## src/rtl/phyctl_pkg.sv

```systemverilog
package phyctl_pkg;
    localparam int DATA_W   = 32;
    localparam int HALF_W   = 16;
    localparam int NSLOT    = 4;
    localparam int SLOT_STEP = 4;

    localparam int IDX_PORT = 0;
    localparam int IDX_STAT = 1;
    localparam int IDX_MODE = 2;
    localparam int IDX_SUSP = 3;

    localparam int PORT_RST_BIT = 12;
    localparam int PWRDN_BIT    = 13;
    localparam int SWSEL_BIT    = 2;
    localparam int SUSP_LSB     = 0;
    localparam int SUSP_W       = 6;
    localparam int VBUS_BIT     = 14;

    localparam logic [HALF_W-1:0] SUSP_RST = 16'h0001;

    typedef enum logic {
        ST_IDLE = 1'b0,
        ST_RESP = 1'b1
    } rsp_state_e;

    function automatic logic [HALF_W-1:0] slot_reset(input int idx);
        return (idx == IDX_SUSP) ? SUSP_RST : '0;
    endfunction
endpackage

```

## src/rtl/phyctl_decode.sv

```systemverilog
module phyctl_decode
    import phyctl_pkg::*;
#(
    parameter int ADDR_W = 8
) (
    input  logic [ADDR_W-1:0] addr,
    output logic [NSLOT-1:0]  hit
);
    for (genvar i = 0; i < NSLOT; i++) begin : g_hit
        localparam logic [ADDR_W-1:0] OFFS = ADDR_W'(i * SLOT_STEP);
        assign hit[i] = (addr == OFFS);
    end
endmodule

```

## src/rtl/phyctl_mreg.sv

```systemverilog
module phyctl_mreg #(
    parameter int            W   = 16,
    parameter logic [W-1:0]  RST = '0
) (
    input  logic           clk,
    input  logic           rst_n,
    input  logic           we,
    input  logic [2*W-1:0] wdata,
    output logic [W-1:0]   q
);
    logic [W-1:0] en_bits;
    logic [W-1:0] new_bits;
    logic [W-1:0] q_next;

    assign en_bits  = wdata[2*W-1:W];
    assign new_bits = wdata[W-1:0];

    always_comb begin
        q_next = q;
        if (we) begin
            q_next = (q & ~en_bits) | (new_bits & en_bits);
        end
    end

    always_ff @(posedge clk or negedge rst_n) begin
        if (!rst_n) begin
            q <= RST;
        end else begin
            q <= q_next;
        end
    end
endmodule

```

## src/rtl/phyctl_sync.sv

```systemverilog
module phyctl_sync #(
    parameter int STAGES = 2
) (
    input  logic clk,
    input  logic rst_n,
    input  logic din,
    output logic dout
);
    logic [STAGES-1:0] chain;

    for (genvar s = 0; s < STAGES; s++) begin : g_stage
        if (s == 0) begin : g_first
            always_ff @(posedge clk or negedge rst_n) begin
                if (!rst_n) chain[s] <= 1'b0;
                else        chain[s] <= din;
            end
        end else begin : g_next
            always_ff @(posedge clk or negedge rst_n) begin
                if (!rst_n) chain[s] <= 1'b0;
                else        chain[s] <= chain[s-1];
            end
        end
    end

    assign dout = chain[STAGES-1];
endmodule

```

## src/rtl/phyctl_rsp.sv

```systemverilog
module phyctl_rsp
    import phyctl_pkg::*;
(
    input  logic              clk,
    input  logic              rst_n,
    input  logic              rd,
    input  logic [DATA_W-1:0] rd_word,
    output logic [DATA_W-1:0] rdata
);
    rsp_state_e        state_q, state_d;
    logic [DATA_W-1:0] word_q;

    always_comb begin
        state_d = state_q;
        unique case (state_q)
            ST_IDLE: if (rd)  state_d = ST_RESP;
            ST_RESP: if (!rd) state_d = ST_IDLE;
            default: state_d = ST_IDLE;
        endcase
    end

    always_ff @(posedge clk or negedge rst_n) begin
        if (!rst_n) begin
            state_q <= ST_IDLE;
            word_q  <= '0;
        end else begin
            state_q <= state_d;
            if (rd) word_q <= rd_word;
        end
    end

    always_comb begin
        unique case (state_q)
            ST_RESP: rdata = word_q;
            default: rdata = '0;
        endcase
    end
endmodule

```

## src/rtl/phyctl_bank.sv

```systemverilog
module phyctl_bank
    import phyctl_pkg::*;
#(
    parameter int ADDR_W      = 8,
    parameter int SYNC_STAGES = 2
) (
    input  logic              clk,
    input  logic              rst_n,
    input  logic [ADDR_W-1:0] bus_addr,
    input  logic [31:0]       bus_wdata,
    input  logic              bus_wr,
    input  logic              bus_rd,
    output logic [31:0]       bus_rdata,
    input  logic              vbus_in,
    output logic              phy_port_rst,
    output logic              phy_ana_pwrdn,
    output logic              phy_sw_sel,
    output logic [5:0]        phy_susp
);
    logic [NSLOT-1:0]  hit;
    logic [HALF_W-1:0] slot_q [NSLOT];
    logic [HALF_W-1:0] stat_word;
    logic [DATA_W-1:0] rd_word;
    logic              vbus_s;

    phyctl_decode #(.ADDR_W(ADDR_W)) u_dec (
        .addr (bus_addr),
        .hit  (hit)
    );

    phyctl_sync #(.STAGES(SYNC_STAGES)) u_vsync (
        .clk   (clk),
        .rst_n (rst_n),
        .din   (vbus_in),
        .dout  (vbus_s)
    );

    always_comb begin
        stat_word = '0;
        stat_word[VBUS_BIT] = vbus_s;
    end

    for (genvar i = 0; i < NSLOT; i++) begin : g_slot
        if (i == IDX_STAT) begin : g_ro
            assign slot_q[i] = stat_word;
        end else begin : g_rw
            phyctl_mreg #(.W(HALF_W), .RST(slot_reset(i))) u_reg (
                .clk   (clk),
                .rst_n (rst_n),
                .we    (bus_wr & hit[i]),
                .wdata (bus_wdata),
                .q     (slot_q[i])
            );
        end
    end

    always_comb begin
        rd_word = '0;
        for (int i = 0; i < NSLOT; i++) begin
            if (hit[i]) rd_word[HALF_W-1:0] = rd_word[HALF_W-1:0] | slot_q[i];
        end
    end

    phyctl_rsp u_rsp (
        .clk     (clk),
        .rst_n   (rst_n),
        .rd      (bus_rd),
        .rd_word (rd_word),
        .rdata   (bus_rdata)
    );

    assign phy_port_rst  = slot_q[IDX_PORT][PORT_RST_BIT];
    assign phy_ana_pwrdn = slot_q[IDX_PORT][PWRDN_BIT];
    assign phy_sw_sel    = slot_q[IDX_MODE][SWSEL_BIT];
    assign phy_susp      = slot_q[IDX_SUSP][SUSP_LSB +: SUSP_W];
endmodule

```

## config.mk

```make
export PLATFORM = sky130hd
export DESIGN_NAME = phyctl_bank
export DESIGN_NICKNAME = d
export VERILOG_FILES = /design/src/rtl/phyctl_pkg.sv /design/src/rtl/phyctl_decode.sv /design/src/rtl/phyctl_mreg.sv /design/src/rtl/phyctl_sync.sv /design/src/rtl/phyctl_rsp.sv /design/src/rtl/phyctl_bank.sv
export SDC_FILE = /design/constraint.sdc
export NUM_CORES = 1
export LEC_CHECK = 0
export BUFFER_PORTS_ARGS = -buffer_cell sky130_fd_sc_hd__buf_4
export CAP_MARGIN = 20
export CORE_MARGIN = 5
export CORE_UTILIZATION = 30
export DETAILED_ROUTE_END_ITERATION = 16
export GPL_ROUTABILITY_DRIVEN = 1
export PLACE_DENSITY_LB_ADDON = 0.15
export SYNTH_ARGS = -nofsm -noshare
export SYNTH_HDL_FRONTEND = slang
export SYNTH_SLANG_ARGS = --single-unit
```

## constraint.sdc

```tcl
create_clock -name clk -period 2.75 [get_ports clk]
set_input_delay 0.55 -clock clk [delete_from_list [all_inputs] [get_ports clk]]
set_output_delay 0.55 -clock clk [all_outputs]
set_load 0.03 [all_outputs]
```

==> results of run 1 <==
cells in the final DEF (no fill, tap or decap), drive strengths merged, types with 3 or more instances in the layout:
master	instances
clkbuf	9
buf	79
nand4	49
conb	16
mux2	63
nor2b	16
and2	17
dfrtp	66
bufinv	3
a221o	15
critical path, cell delays in order (launching register included):
cell	delay, ps
dfrtp_1	730
and2_1	240
buf_4	170
final cells by class:
class	instances	share of cell area
Clock inverter	7	0.02845
Inverter	1	0.0008621
Timing Repair Buffer	79	0.1420
Clock buffer	9	0.05172
Multi-Input combinational cell	184	0.3506
Tap cell	143	0.04109
Sequential cell	67	0.3853
how the worst max path moves through the flow:
stage                        startpoint               to  slack (ps)  depth (start not counted)
final                     u_rsp.state_q     bus_rdata[3]         740                          2
after global routing      u_rsp.state_q     bus_rdata[3]         620                          2
after CTS                 u_rsp.state_q     bus_rdata[3]         660                          2
after detailed placement    bus_addr[1]  u_rsp.word_q[5]         690                          6
after global placement      bus_addr[1]  u_rsp.word_q[6]         730                          6
after floorplan             bus_addr[2]  u_rsp.word_q[3]         930                          4
metrics by stage:
stage / std cells / power [uW] / hold slack [ps] / area [sq um]
after floorplan: 297 / 1154 / 254.4 / 3493
after global placement: 474 / 1257 / 333.8 / 4005
after detailed placement: 474 / 1258 / 341.8 / 4005
after CTS: 490 / 2615 / 323.6 / 4354
after global routing: 490 / 2691 / 314.2 / 4354
final: 490 / 2579 / 334.2 / 4354
routing by layer:
| metal | GRT usage | share of wire |
|---|---|---|
| met1 | 0.1859 | 0.46 |
| met2 | 0.2275 | 0.49 |
| met3 | 0.03136 | 0.041 |
| met4 | 0.04740 | 0.014 |
| met5 | 0 | 0 |
logic make-up after synthesis:
| group | after synthesis | share of synthesized area |
|---|---|---|
| flip-flops | 67 | 0.4882 |
| AND/OR/NAND/NOR | 88 | 0.1685 |
| other | 1 | 0.001091 |
| buffers and inverters | 46 | 0.08409 |
| AO/OA/AOI/OAI | 16 | 0.04514 |
| multiplexers | 64 | 0.2130 |
power by group through the flow:
stage | combinational (uW) | sequential, uW | clock, uW
4_1_cts | 218 | 1020 | 1370
2_1_floorplan | 118 | 1040 | 0
6_report | 215 | 1020 | 1340
3_5_place_dp | 218 | 1040 | 0
3_3_place_gp | 217 | 1040 | 0
5_1_grt | 234 | 1020 | 1430
cells in the mapped netlist:
library cell  number
a221o_1           15
and2_1            17
and3_1             1
and4_1             1
and4b_1            1
buf_1              1
buf_2             12
buf_4             24
buf_6              1
clkbuf_1           4
clkbuf_2           3
conb_1             1
dfrtp_1           66
dfstp_2            1
inv_1              1
mux2_1            11
mux2_2            52
mux4_2             1
nand4_1           49
nor2_1             1
nor2b_1           16
nor3_4             1
nor4_4             1
o21ai_0            1
==> results.json, run 1 <==
{
  "status": "finished clean",
  "diodes": 0,
  "cts_buffers": 9,
  "worst_slew_pin_slew_ps": 888.3,
  "rrSetupSlack_ps": 1600,
  "core_sq_um": 11320,
  "clk_pin_slew_ps": 60,
  "wl_per_cell_microns": 18.75,
  "seq_power_share": 0.396,
  "min_path_type": "primary input to register",
  "grt_max_degree": 68,
  "synth_area_leader_cell": "dfrtp_1",
  "skew_ps": 5.830,
  "reg2reg_to": "u_rsp.word_q[14]",
  "synth_cell_types": 24,
  "setup_slack_ps": 741.8,
  "worstPathRequired_ps": 2200,
  "power_density_nw_per_um2": 592.4,
  "root_buffer": "clkbuf_16",
  "start_util": 0.3036,
  "sw_frac_of_total": 0.2332,
  "synth_top_area_frac": 0.4805,
  "cp-end-kind": "output pin",
  "min_delay_worst_endpoint": "u_vsync.chain[0]",
  "hold_violations": 0,
  "worstPathMaxFanout": 16,
  "min_from": "vbus_in",
  "ctsHoldBuffers": 0,
  "yosysWarningCount": 0,
  "hold_path_depth": 1,
  "core.rowCount": 39,
  "slew_viol_final": 0,
  "clockBufferDepth": 2,
  "utilization": 0.3846,
  "vias": 2493,
  "drt_pass1_iterations": 4,
  "syn_area_per_cell_sq_um": 12.19,
  "rsz0062_at_grt": "false",
  "pre_cts_ws_ps": 685.0,
  "syn2layout_area_growth_pct": 26.68,
  "cts_tree": "done",
  "ys_seq_elements": 67,
  "drt-total-wl_microns": 9187,
  "grt_antenna_before_repair": 0,
  "io_pins": 86,
  "clock.fmax_mhz": 497.9,
  "maxSlewHeadroom": 0.4078,
  "worst_setup_path_start_kind": "register",
  "cts_sinks": 67,
  "worstPathArrival_ps": 1460,
  "regArea_sq_um": 1678,
  "gp_congestion": 0.7556,
  "hpwl_microns": 6051,
  "p_int_uw": 1978,
  "setup_viol": 0,
  "ys_seq_area_frac": 0.4882,
  "netlist_area_sq_um": 3437,
  "layout-drive-gt1-share": 0.4352,
  "io_buffer_count": 69,
  "p_comb_frac": 0.083,
  "period_minus_slack_ps": 2008,
  "multi_input_area_sq_um": 1526,
  "synth_cells": 282,
  "postCtsSetupRepairBufs": 0,
  "fillerInstances": 1124,
  "grt_usage": 0.1403,
  "overflow": 0,
  "worst-r2r-cell-count": 3,
  "worstSetupPathType": "register to output pin",
  "die_area_sq_um": 13700,
  "drtIter0Drc": 68,
  "timing.final.crit_share": 0.7303,
  "cap_violations": 0,
  "grt_pass1_vias": 2613,
  "power.switching_uw": 601.4,
  "die_width_microns": 117.0,
  "die_y_microns": 117.0,
  "nNetsFinal": 387,
  "finalSetupTns_ps": 0,
  "clkPwrFrac": 0.520,
  "cts_resized": 0,
  "htreeDepth": 3,
  "clk_latency_ps": 330,
  "postRouteAntennaNets": 0,
  "ir_worst_vdd_mv": 0.2982,
  "drc": 0,
  "leakage_uw": 0.002099,
  "synth.area.top_cells": "dfrtp_1, mux2_2, nand4_1",
  "via_per_inst": 5.088,
  "grt_pass1_wl_microns": 14390
}
Note: power is estimated with default switching activity, not from simulation.
==> inputs of run 2 (changes only) <==
==> constraint.sdc (replaced) <==
create_clock -name clk -period 1.6 [get_ports clk]
set_input_delay 0.32 -clock clk [delete_from_list [all_inputs] [get_ports clk]]
set_output_delay 0.32 -clock clk [all_outputs]
set_load 0.03 [all_outputs]
==> run 2 against run 1 <==
Net effect:
- clock skew shrank 1.1 ps
- critical endpoint is now bus_rdata[13]
- cell count is 3.5% higher
- core utilization grew 1.1 points
- sequential power rose by 73%
- routed wire length grew 1.2%
- first-iteration DRC count rose by 59%
- combinational power rose by 84%
- design area is 2.9% higher
- sequential cell count did not move
- critical path depth did not move
- global-route usage rose by 0.14 points
- sequential share of layout area shrank 1.0 points
==> results.json, run 2 (same netlist as run 1, synthesis figures left out) <==
{
  "status": "finished clean",
  "leakage_uw": 0.002181,
  "die_y_microns": 117.0,
  "grt_antenna_before_repair": 0,
  "finalSetupTns_ps": 0,
  "clock.fmax_mhz": 632.4,
  "drtIter0Drc": 108,
  "pre_cts_ws_ps": -98.57,
  "hold_path_depth": 1,
  "fillerInstances": 1111,
  "setup_viol": 0,
  "nNetsFinal": 404,
  "start_util": 0.3036,
  "placed_cell_area_sq_um": 4138,
  "grt_pass1_vias": 2660,
  "worstPathArrival_ps": 1260,
  "core.rowCount": 39,
  "cap_violations": 0,
  "cts_sinks": 67,
  "cp-end-kind": "output pin",
  "root_buffer": "clkbuf_16",
  "layout-drive-gt1-share": 0.4588,
  "grt_max_degree": 32,
  "hpwl_microns": 6801,
  "min_from": "vbus_in",
  "startpoint": "u_rsp.state_q",
  "cts_tree": "done",
  "mostFrequentLayoutCells": "buf_4, dfrtp_1, mux2_2",
  "core_sq_um": 11320,
  "syn2layout_area_growth_pct": 30.36,
  "worstPathMaxFanout": 16,
  "final_common_cell": "buf_4",
  "overflow": 0,
  "clockBufferDepth": 2,
  "vias": 2473,
  "clk_pin_slew_ps": 50,
  "htreeDepth": 3,
  "rrSetupSlack_ps": 430,
  "slew_viol_final": 0,
  "wl_per_cell_microns": 18.34,
  "die_width_microns": 117.0,
  "drt_pass1_iterations": 4,
  "min_delay_worst_endpoint": "u_vsync.chain[0]",
  "diodes": 0,
  "postCtsSetupRepairBufs": 0,
  "grt_usage": 0.1417,
  "timing.final.crit_share": 0.9883,
  "io_buffer_count": 69,
  "maxSlewHeadroom": 0.5551,
  "worstPathRequired_ps": 1280,
  "period_minus_slack_ps": 1581,
  "drt-total-wl_microns": 9299,
  "die_area_sq_um": 13700,
  "post-route-cell-area_sq_um": 4481,
  "worst_setup_path_start_kind": "register",
  "io_pins": 86,
  "drc": 0,
  "utilization": 0.3958,
  "grt_pass1_wl_microns": 14520,
  "min_path_type": "primary input to register",
  "gp_congestion": 0.7970,
  "skew_ps": 4.735,
  "hold_violations": 0,
  "worst-r2r-cell-count": 3,
  "via_per_inst": 4.878,
  "power_density_nw_per_um2": 971.6,
  "setup_slack_ps": 18.76,
  "worst_slew_pin_slew_ps": 667.3,
  "rsz0062_at_grt": "true",
  "cts_buffers": 9,
  "postRouteAntennaNets": 0,
  "clk_latency_ps": 330,
  "ir_worst_vdd_mv": 0.4468,
  "worstSetupPathType": "register to output pin",
  "reg2reg_to": "u_rsp.word_q[14]"
}
[run 2: changes by cell type in the layout (fill, tap and decap cells not counted), sizes merged]
cell / previous run / this run
clkinv: 2 / 1
dlygate4sd3: 0 / 1
clkbuf: 9 / 12
inv: 2 / 1
buf: 79 / 95
bufinv: 3 / 2
[run 2: worst max path at each step]
stage                       end  slack [ps]  cells past startpoint
2_1_floorplan   u_rsp.word_q[3]          10                      4
3_3_place_gp   u_rsp.word_q[15]         -90                      6
3_5_place_dp    u_rsp.word_q[3]        -100                      6
4_1_cts            bus_rdata[7]          -5                      2
5_1_grt            bus_rdata[6]         -30                      2
6_report          bus_rdata[13]          20                      2
[run 2: final cells by class]
cell class / instances / area [sq um] / area share
inverter: 1 / 3.754 / 0.0008378
multi-input combinational: 184 / 1526 / 0.3407
sequential: 67 / 1682 / 0.3753
timing repair buffer: 96 / 760.7 / 0.1698
tap: 143 / 178.9 / 0.03993
clock inverter: 4 / 72.57 / 0.01620
clock buffer: 12 / 256.5 / 0.05725
[run 2: critical path, cell delays in order (launching register included)]
cell     delay (ps)
dfrtp_4         580
and2_1          180
buf_4           160
[run 2: metal layers]
metal,vias up,part of all wire,GRT usage
met5,-,0,0
met4,0,0.0077,0.03440
met1,1232,0.46,0.1909
li1,1167,-,-
met2,68,0.48,0.2294
met3,6,0.052,0.03650
[run 2: metrics by stage]
step	hold slack, ps	std cells	power, uW
detailed placement	291.7	490	2189
global placement	296.4	490	2187
global route	91.96	507	4500
floorplan	24.41	297	1983
CTS	91.87	507	4390
finish	96.27	507	4353
[run 2: timing repair]
item	in CTS	in global routing
setup endpoints to repair	16	16
endpoints found under the hold margin	28	0
gates resized for setup	2	0
hold buffers	1	0
[run 2: power by group]
group          switching (uW)  leakage [uW]  internal [uW]
combinational             236       0.00110            161
sequential               25.7      0.000920           1730
clock                     750      0.000159           1450
total                    1010       0.00218           3340
==> inputs of run 3 (changes only) <==
--- a/config.mk
+++ b/config.mk
@@ -8,7 +8,7 @@
 export BUFFER_PORTS_ARGS = -buffer_cell sky130_fd_sc_hd__buf_4
 export CAP_MARGIN = 20
 export CORE_MARGIN = 5
-export CORE_UTILIZATION = 30
+export CORE_UTILIZATION = 48
 export DETAILED_ROUTE_END_ITERATION = 16
 export GPL_ROUTABILITY_DRIVEN = 1
 export PLACE_DENSITY_LB_ADDON = 0.15
==> run 3 against run 2 <==
Net effect:
- clock power down 47%
- non-clock buffer count did not move
- critical path depth increased by 1
- sequential power is essentially flat
- power is 24% lower
- fmax grew 2.7%
- sequential share of layout area increased by 1.7 points
- via count increased by 3.3%
- design area fell by 4.4%
- die area down 35%
- setup slack improved by 42 ps
- critical path type unchanged
- critical endpoint is now bus_rdata[15]
- highest routed layer unchanged
==> results.json, run 3 (same netlist as run 1, synthesis figures left out) <==
{
  "wl_per_cell_microns": 18.15,
  "grt_max_degree": 33,
  "io_pins": 86,
  "drt-total-wl_microns": 8296,
  "setup_viol": 0,
  "ir_worst_vdd_mv": 0.4482,
  "cap_violations": 0,
  "timing.final.crit_share": 0.9622,
  "diodes": 0,
  "layout-drive-gt1-share": 0.4571,
  "htreeDepth": 3,
  "power_density_nw_per_um2": 775.8,
  "core_sq_um": 6869,
  "nNetsFinal": 404,
  "die_y_microns": 94.62,
  "sw_frac_of_total": 0.2565,
  "hpwl_microns": 5922,
  "worstPathArrival_ps": 1220,
  "root_buffer": "clkbuf_8",
  "post-route-cell-area_sq_um": 4283,
  "gp_congestion": 0.7540,
  "rsz0062_at_grt": "false",
  "clkPwrFrac": 0.351,
  "seq_power_share": 0.527,
  "start_util": 0.5004,
  "worstSetupPathType": "register to output pin",
  "worstPathRequired_ps": 1280,
  "syn2layout_area_growth_pct": 24.61,
  "worst_setup_path_start_kind": "register",
  "cts_buffers": 9,
  "clk_pin_slew_ps": 60,
  "worstPathMaxFanout": 5,
  "timing.hold.ws_ps": 96.62,
  "io_buffer_count": 69,
  "power.switching_uw": 852.4,
  "cts_tree": "done",
  "die_width_microns": 94.62,
  "multi_input_area_sq_um": 1526,
  "clk_latency_ps": 330,
  "regArea_sq_um": 1679,
  "vias": 2554,
  "slew_viol_final": 0,
  "period_minus_slack_ps": 1540,
  "min_from": "vbus_in",
  "mostFrequentLayoutCells": "buf_4, dfrtp_1, mux2_2",
  "clockBufferDepth": 2,
  "cp-end-kind": "output pin",
  "fin_total_pwr_uw": 3323,
  "status": "finished clean",
  "cts_sinks": 67,
  "finalSetupTns_ps": 0,
  "placed_cell_area_sq_um": 4081,
  "core.rowCount": 30,
  "grt_pass1_wl_microns": 13540,
  "drtIter0Drc": 147,
  "drt_pass1_iterations": 4,
  "min_path_type": "primary input to register",
  "grt_antenna_before_repair": 0,
  "grt_pass1_vias": 2675,
  "leakage_uw": 0.002111,
  "via_per_inst": 5.589,
  "drc": 0,
  "die_area_sq_um": 8953,
  "hold_violations": 0,
  "postRouteAntennaNets": 0,
  "p_int_uw": 2470,
  "grt_usage": 0.1970,
  "startpoint": "u_rsp.state_q",
  "p_comb_frac": 0.122,
  "fillerInstances": 577,
  "clock.fmax_mhz": 649.5,
  "skew_ps": 6.356,
  "overflow": 0,
  "final_common_cell": "buf_4"
}
## run 3: final timing paths
check / endpoint / slack (ps) / depth (start not counted)
setup / recovery: bus_rdata[15] / 60 / 3
setup reg to reg: u_rsp.word_q[14] / 460 / 3
min in group asynchronous: u_rsp.word_q[2] / 480 / 2
hold / removal: u_vsync.chain[0] / 100 / 1
max in group asynchronous: asynchronous set/reset pin / 610 / 3
hold reg to reg: u_vsync.dout / 350 / 0
## run 3: power groups by stage
| stage | Clock, uW | Combinational, uW | Sequential [uW] |
|---|---|---|---|
| global route | 1270 | 436 | 1760 |
| finish | 1170 | 404 | 1750 |
| floorplan | 0 | 203 | 1780 |
| CTS | 1190 | 406 | 1750 |
| detailed placement | 0 | 389 | 1790 |
| global placement | 0 | 384 | 1790 |
## run 3: through the flow
step	setup WS (ps)	utilization	std cells
floorplan	13.92	-	297
global placement	5.035	0.5942	440
detailed placement	-33.39	0.5942	440
CTS	41.70	0.6235	457
global route	1.545	0.6235	457
finish	60.46	0.6235	457
## run 3: worst max-delay path: stages, from the launching register on
cell	delay [ps]
dfrtp_2	450
buf_4	150
and2_1	130
buf_4	160
## run 3: per-layer routing
metal	GRT usage	routed length, microns	vias to the layer above	part of all wire
li1	-	-	1177	-
met1	0.2582	3686	1275	0.44
met2	0.3165	3989	89	0.48
met3	0.03825	494	13	0.060
met4	0.08774	127	0	0.015
met5	0	0	-	0
## run 3: repair_timing
action	4_1_cts	5_1_grt
hold buffers	1	0
endpoints found under the setup margin	16	0
buffers inserted	3	0
hold endpoints to repair	29	0
gates resized for setup	1	0
## run 3: area by class of cell
| type | instances | area share |
|---|---|---|
| timing repair buffer | 96 | 0.1864 |
| clock inverter | 3 | 0.004090 |
| sequential | 67 | 0.3921 |
| tap | 96 | 0.02805 |
| multi-input combinational | 184 | 0.3564 |
| clock buffer | 10 | 0.03214 |
| inverter | 1 | 0.0008764 |
